===== src/rtl/row_latch_pkg.sv =====
package row_latch_pkg;
  typedef enum logic [1:0] {
    ST_IDLE  = 2'd0,
    ST_FILL  = 2'd1,
    ST_WRITE = 2'd2,
    ST_RESP  = 2'd3
  } rlc_state_e;
endpackage


===== src/rtl/rlc_word_sel.sv =====
module rlc_word_sel #(
  parameter int WORD_W = 16,
  parameter int WORDS  = 8,
  localparam int SEL_W = $clog2(WORDS),
  localparam int ROW_W = WORD_W * WORDS
) (
  input  logic [ROW_W-1:0]  row,
  input  logic [SEL_W-1:0]  sel,
  output logic [WORD_W-1:0] word
);
  logic [WORD_W-1:0] lane [WORDS];

  for (genvar i = 0; i < WORDS; i++) begin : g_lane
    assign lane[i] = row[i*WORD_W +: WORD_W];
  end

  assign word = lane[sel];
endmodule


===== src/rtl/rlc_tag_match.sv =====
module rlc_tag_match #(
  parameter int TAG_W = 8
) (
  input  logic             held_valid,
  input  logic [TAG_W-1:0] held_tag,
  input  logic [TAG_W-1:0] probe_tag,
  output logic             match
);
  assign match = held_valid && (held_tag == probe_tag);
endmodule


===== src/rtl/rlc_row_latch.sv =====
module rlc_row_latch #(
  parameter int WORD_W = 16,
  parameter int WORDS  = 8,
  parameter int TAG_W  = 8,
  localparam int SEL_W = $clog2(WORDS),
  localparam int ROW_W = WORD_W * WORDS
) (
  input  logic              clk,
  input  logic              rst_n,
  input  logic              load,
  input  logic [ROW_W-1:0]  load_row,
  input  logic [TAG_W-1:0]  load_tag,
  input  logic              patch,
  input  logic [SEL_W-1:0]  patch_sel,
  input  logic [WORD_W-1:0] patch_data,
  output logic              held_valid,
  output logic [TAG_W-1:0]  held_tag,
  output logic [ROW_W-1:0]  held_row
);
  always_ff @(posedge clk or negedge rst_n) begin
    if (!rst_n) begin
      held_valid <= 1'b0;
      held_tag   <= '0;
    end else if (load) begin
      held_valid <= 1'b1;
      held_tag   <= load_tag;
    end
  end

  for (genvar i = 0; i < WORDS; i++) begin : g_word
    logic [WORD_W-1:0] q;
    always_ff @(posedge clk or negedge rst_n) begin
      if (!rst_n) begin
        q <= '0;
      end else if (load) begin
        q <= load_row[i*WORD_W +: WORD_W];
      end else if (patch && (patch_sel == SEL_W'(i))) begin
        q <= patch_data;
      end
    end
    assign held_row[i*WORD_W +: WORD_W] = q;
  end
endmodule


===== src/rtl/rlc_sat_counter.sv =====
module rlc_sat_counter #(
  parameter int CNT_W = 8
) (
  input  logic             clk,
  input  logic             rst_n,
  input  logic             bump,
  output logic [CNT_W-1:0] count
);
  localparam logic [CNT_W-1:0] TOP = '1;

  always_ff @(posedge clk or negedge rst_n) begin
    if (!rst_n) begin
      count <= '0;
    end else if (bump && (count != TOP)) begin
      count <= count + 1'b1;
    end
  end
endmodule


===== src/rtl/row_latch_rd_ctrl.sv =====
module row_latch_rd_ctrl
  import row_latch_pkg::*;
#(
  parameter int ADDR_W = 11,
  parameter int WORD_W = 16,
  parameter int WORDS  = 8,
  parameter int CNT_W  = 8,
  localparam int SEL_W = $clog2(WORDS),
  localparam int TAG_W = ADDR_W - SEL_W,
  localparam int ROW_W = WORD_W * WORDS
) (
  input  logic              clk,
  input  logic              rst_n,
  input  logic              req_valid,
  output logic              req_ready,
  input  logic              req_we,
  input  logic [ADDR_W-1:0] req_addr,
  input  logic [WORD_W-1:0] req_wdata,
  output logic              rsp_valid,
  input  logic              rsp_ready,
  output logic [WORD_W-1:0] rsp_data,
  output logic              row_act,
  output logic [TAG_W-1:0]  row_addr,
  input  logic              row_ready,
  input  logic [ROW_W-1:0]  row_data,
  output logic              arr_wr,
  output logic [ADDR_W-1:0] arr_waddr,
  output logic [WORD_W-1:0] arr_wdata,
  output logic [CNT_W-1:0]  cnt_full,
  output logic [CNT_W-1:0]  cnt_ler
);
  rlc_state_e state_q;
  logic [ADDR_W-1:0] pend_addr;
  logic [WORD_W-1:0] pend_wdata;

  logic              lat_valid;
  logic [TAG_W-1:0]  lat_tag;
  logic [ROW_W-1:0]  lat_row;
  logic [WORD_W-1:0] lat_word;
  logic [WORD_W-1:0] fill_word;
  logic              req_hit;
  logic              pend_hit;

  logic [TAG_W-1:0]  req_tag;
  logic [SEL_W-1:0]  req_sel;
  logic [TAG_W-1:0]  pend_tag;
  logic [SEL_W-1:0]  pend_sel;

  assign req_tag  = req_addr[ADDR_W-1:SEL_W];
  assign req_sel  = req_addr[SEL_W-1:0];
  assign pend_tag = pend_addr[ADDR_W-1:SEL_W];
  assign pend_sel = pend_addr[SEL_W-1:0];

  logic take;
  logic take_rd_hit;
  logic fill_done;
  logic write_done;

  assign req_ready   = (state_q == ST_IDLE);
  assign take        = req_valid && req_ready;
  assign take_rd_hit = take && !req_we && req_hit;
  assign fill_done   = (state_q == ST_FILL) && row_ready;
  assign write_done  = (state_q == ST_WRITE) && row_ready;

  rlc_tag_match #(.TAG_W(TAG_W)) u_req_match (
    .held_valid (lat_valid),
    .held_tag   (lat_tag),
    .probe_tag  (req_tag),
    .match      (req_hit)
  );

  rlc_tag_match #(.TAG_W(TAG_W)) u_wr_match (
    .held_valid (lat_valid),
    .held_tag   (lat_tag),
    .probe_tag  (pend_tag),
    .match      (pend_hit)
  );

  rlc_row_latch #(.WORD_W(WORD_W), .WORDS(WORDS), .TAG_W(TAG_W)) u_latch (
    .clk        (clk),
    .rst_n      (rst_n),
    .load       (fill_done),
    .load_row   (row_data),
    .load_tag   (pend_tag),
    .patch      (write_done && pend_hit),
    .patch_sel  (pend_sel),
    .patch_data (pend_wdata),
    .held_valid (lat_valid),
    .held_tag   (lat_tag),
    .held_row   (lat_row)
  );

  rlc_word_sel #(.WORD_W(WORD_W), .WORDS(WORDS)) u_hit_sel (
    .row  (lat_row),
    .sel  (req_sel),
    .word (lat_word)
  );

  rlc_word_sel #(.WORD_W(WORD_W), .WORDS(WORDS)) u_fill_sel (
    .row  (row_data),
    .sel  (pend_sel),
    .word (fill_word)
  );

  rlc_sat_counter #(.CNT_W(CNT_W)) u_cnt_full (
    .clk   (clk),
    .rst_n (rst_n),
    .bump  (fill_done),
    .count (cnt_full)
  );

  rlc_sat_counter #(.CNT_W(CNT_W)) u_cnt_ler (
    .clk   (clk),
    .rst_n (rst_n),
    .bump  (take_rd_hit),
    .count (cnt_ler)
  );

  always_ff @(posedge clk or negedge rst_n) begin
    if (!rst_n) begin
      state_q    <= ST_IDLE;
      pend_addr  <= '0;
      pend_wdata <= '0;
      rsp_data   <= '0;
    end else begin
      unique case (state_q)
        ST_IDLE: begin
          if (take) begin
            pend_addr <= req_addr;
            if (req_we) begin
              pend_wdata <= req_wdata;
              state_q    <= ST_WRITE;
            end else if (req_hit) begin
              rsp_data <= lat_word;
              state_q  <= ST_RESP;
            end else begin
              state_q <= ST_FILL;
            end
          end
        end
        ST_FILL: begin
          if (row_ready) begin
            rsp_data <= fill_word;
            state_q  <= ST_RESP;
          end
        end
        ST_WRITE: begin
          if (row_ready) begin
            state_q <= ST_IDLE;
          end
        end
        ST_RESP: begin
          if (rsp_ready) begin
            state_q <= ST_IDLE;
          end
        end
        default: state_q <= ST_IDLE;
      endcase
    end
  end

  assign rsp_valid = (state_q == ST_RESP);
  assign row_act   = (state_q == ST_FILL);
  assign row_addr  = pend_tag;
  assign arr_wr    = (state_q == ST_WRITE);
  assign arr_waddr = pend_addr;
  assign arr_wdata = pend_wdata;
endmodule


===== config.mk =====
export PLATFORM = sky130hd
export DESIGN_NAME = row_latch_rd_ctrl
export DESIGN_NICKNAME = d
export VERILOG_FILES = /design/src/rtl/row_latch_pkg.sv /design/src/rtl/rlc_word_sel.sv /design/src/rtl/rlc_tag_match.sv /design/src/rtl/rlc_row_latch.sv /design/src/rtl/rlc_sat_counter.sv /design/src/rtl/row_latch_rd_ctrl.sv
export SDC_FILE = /design/constraint.sdc
export NUM_CORES = 1
export LEC_CHECK = 0
export ABC_CLOCK_PERIOD_IN_PS = 2400
export BUFFER_PORTS_ARGS = -buffer_cell sky130_fd_sc_hd__buf_2
export CAP_MARGIN = 20
export CELL_PAD_IN_SITES_DETAIL_PLACEMENT = 0
export CELL_PAD_IN_SITES_GLOBAL_PLACEMENT = 2
export CORE_MARGIN = 2
export CORE_UTILIZATION = 35
export DETAILED_ROUTE_END_ITERATION = 7
export PLACE_DENSITY = 0.77
export SYNTH_ARGS = -nofsm -noshare
export SYNTH_HDL_FRONTEND = slang
export SYNTH_SLANG_ARGS = --single-unit

===== constraint.sdc =====
create_clock -name clk -period 2.4 [get_ports clk]
set_input_delay 0.24 -clock clk [delete_from_list [all_inputs] [get_ports clk]]
set_output_delay 0.24 -clock clk [all_outputs]
set_load 0.02 [all_outputs]

==> results.md <==
* Grt ovf at 0
* Vias in the first global route at 9114
* Fraction of registers with async set/reset at 100.0%
* Final Slew Violations at 0
* Synth cell types at 51
* Netlist Area Pre-Place at 11120 sq um
* Drt total wl at 35730 um
* Max-Cap Viols at 0
* Hold_sp: req_wdata[15]
* Filler instances at 3114
* PortBufs at 231
* # resized after CTS at 0
* Number of antenna violations at the first check in global routing at 2
* TritonCTS clock tree: built
* HPWL after detailed placement at 25060 um
* Detailed Route Iter0 Violations at 741
* PwrDens at 1174 nW/um^2
* Run status: complete, no violations
* Hold slack at 0.01805 ns
* Worst reg2reg path endpoint: u_latch.g_word[1].q[3]$_DFFE_PN0P_
* Hold Path Depth at 2
* Most frequent cells in the layout: buf_2, dfrtp_1, nand2_1, nand3_1, o211ai_1
* CORE AREA at 31390 sq um
* Reg2reg path depth at 6
* H-tree levels at 4
* First-pass GRT wire length at 55170 um
* Fin crit share at 90.72%
* Final core utilization at 42.54%
* Avg WL per Cell at 21.59 um
* Vias at 9209
* Seq/Total Area, Yosys at 44.54%
* Routed wl met2 at 17280 um
* GP Congestion at 0.7859
* CP Data Arrival Time at 2.50 ns
* Wire length on met1 at 16190 um
* Final Skew at 0.01200 ns
* Area Overhead vs Synth at 20.07%
* Worst-path fanout max at 24
* Clock Root Buffer: clkbuf_16
* Critical path capture point type: flip-flop
* RSZ-0062 raised after global routing: false
* Setup violators final at 0
* Peak VDD IR at 0.5462 mV
* Clock Latency Late Sink at 0.45 ns
* DRT Pass-1 Iters at 5
* Share of post-route cells with drive strength above 1 at 34.29%
* Die Height at 182.3 um
* Fin crit period at 2.177 ns
* Hold EP: arr_wdata[15]$_DFFE_PN0P_
* Syn Area/Cell at 10.66 sq um
* Synth Instances at 1043
* Required time of the critical path at 2.72 ns
* Setup crit start kind: flip-flop
* R2r setup slk at 0.22 ns
* Crit Path Class: reg2reg
* Setup TNS Final at 0 ns
* Total Routing Usage GR at 21.82%
* Max Freq at 0.4593 GHz
* Clock slew at reported path FFs at 0.08 ns
* Postcts setup bufs at 0
* Die ar. at 33220 sq um
* Synthesis warning total at 0
* Nets at 1401
* Dominant synthesized flop cell: dfrtp_1
* Actual slew at the worst max-slew pin at 0.6992 ns
* Seq cells post-synth at 198
* LEAKAGE at 5.866 nW
* Met3 Wirelength at 1824 um
* Most common cell after layout, fill and taps aside: buf_2
* Post-synth EDFFs at 0
* Final hold violation count at 0
* Net count after synthesis at 1206
* Chip Width at 182.3 um
* Num ports at 232
* Clock net sink count at 198
* Rel. slew slack at 53.39%
* TritonCTS buffer count at 17
* Initial Util at 35.43%
* Max Used Layer: met4
* FF-to-FF Start: state_q[0]$_DFFE_PN0P_
* Avg Vias per Cell at 5.564
* Post-route ant nets at 0
* Maximum root-to-sink buffer count at 2
* Remaining DRCs at 0
* Largest net degree at the start of global routing at 81
* Std-Cell Rows at 65
* Hold crit path type: in2reg
cells by family after synthesis:
kind of cell               count (synthesis)  share of synthesized area (%)
and+or+nand+nor                          474                          21.54
DFF                                      198                          44.54
muxes                                    124                          18.84
AOI/OAI and AO/OA                        113                          8.133
buffers and inverters                    107                          4.747
xor gates and xnor gates                  25                          1.969
adders and majority gates                  2                         0.2249
how the worst max path moves through the flow:
stage | start | to | slack, ns
final | state_q[0]$_DFFE_PN0P_ | u_latch.g_word[1].q[3]$_DFFE_PN0P_ | 0.22
after detailed placement | state_q[0]$_DFFE_PN0P_ | u_latch.g_word[1].q[11]$_DFFE_PN0P_ | 0.23
after CTS | state_q[0]$_DFFE_PN0P_ | u_latch.g_word[1].q[3]$_DFFE_PN0P_ | 0.23
after global routing | state_q[0]$_DFFE_PN0P_ | u_latch.g_word[2].q[4]$_DFFE_PN0P_ | 0.1
after floorplan | arr_waddr[0]$_DFFE_PN0P_ | u_latch.g_word[2].q[8]$_DFFE_PN0P_ | 0.33
after global placement | state_q[0]$_DFFE_PN0P_ | u_latch.g_word[4].q[5]$_DFFE_PN0P_ | 0.29
Yosys cell counts, types with 3 or more instances:
cell type	n	share of area, %
buf_2	17	0.76
buf_4	8	0.54
clkbuf_1	51	1.7
nor2_1	8	0.27
nand2_1	188	6.3
mux2i_1	17	1.5
mux4_2	64	13
mux2_2	42	4.3
xnor2_1	10	0.79
xor2_1	15	1.2
nor2b_1	3	0.17
and3_1	6	0.34
nor4b_1	3	0.24
nand3_1	179	8.1
buf_6	10	1.0
nand3b_1	48	3.2
o21ai_0	5	0.22
inv_1	6	0.20
nand4_1	12	0.67
dfrtp_1	198	45
buf_1	15	0.51
nand2b_1	5	0.28
o221a_1	14	1.4
o211ai_1	80	5.4
nor4_4	3	0.57
nor3_1	3	0.13
cell type report:
class / instances / area (sq um) / area share (%)
inverters: 6 / 22.52 / 0.1686
multi-input cells: 738 / 5652 / 42.32
diodes: 2 / 5.005 / 0.03747
flip-flops and latches: 198 / 4959 / 37.13
clock buffers: 18 / 429.2 / 3.213
repair buffers: 277 / 1655 / 12.39
well taps: 402 / 503.0 / 3.766
clock inverters: 14 / 130.1 / 0.9743
metal layers:
layer	up-vias	global-route usage, %
met3	24	3.832
met2	285	35.36
met4	0	5.129
met5	-	0
li1	4249	-
met1	4651	30.59
critical path, stage by stage, from the launching register on:
cell	delay, ns
dfrtp_1	0.48
nand2b_4	0.20
or4_4	0.60
nor4_4	0.35
buf_12	0.23
nand3b_1	0.13
nand3_1	0.07
sequential cells by signal (all words and copies together) (netlist names):
signal / flops
u_latch.held_tag: 8
state_q: 2
u_cnt_ler.count: 8
arr_waddr: 11
rsp_data: 16
arr_wdata: 16
u_latch.g_word.q: 128
u_latch.held_valid: 1
u_cnt_full.count: 8
through the flow:
step | power (mW) | instance area, sq um | instances | setup slack (ns)
2_1_floorplan | 10.76 | 11120 | 1043 | 0.3259
3_3_place_gp | 12.83 | 12760 | 1618 | 0.2919
3_5_place_dp | 12.93 | 12760 | 1618 | 0.2322
4_1_cts | 15.83 | 13340 | 1652 | 0.2275
5_1_grt | 16.74 | 13350 | 1654 | 0.09681
6_report | 15.68 | 13360 | 1655 | 0.2227
power by group:
group | leakage, nW | internal, mW | switching [mW]
registers | 2.46 | 4.79 | 1.17
clock network | 0.275 | 1.38 | 1.49
logic | 3.13 | 3.14 | 3.72
what timing repair did:
| action | CTS | global route |
|---|---|---|
| hold endpoints to repair | 38 | 1 |
| hold buffers | 2 | 1 |
| endpoints found under the setup margin | 0 | 0 |
No activity file was read; power rests on OpenSTA's default activity.
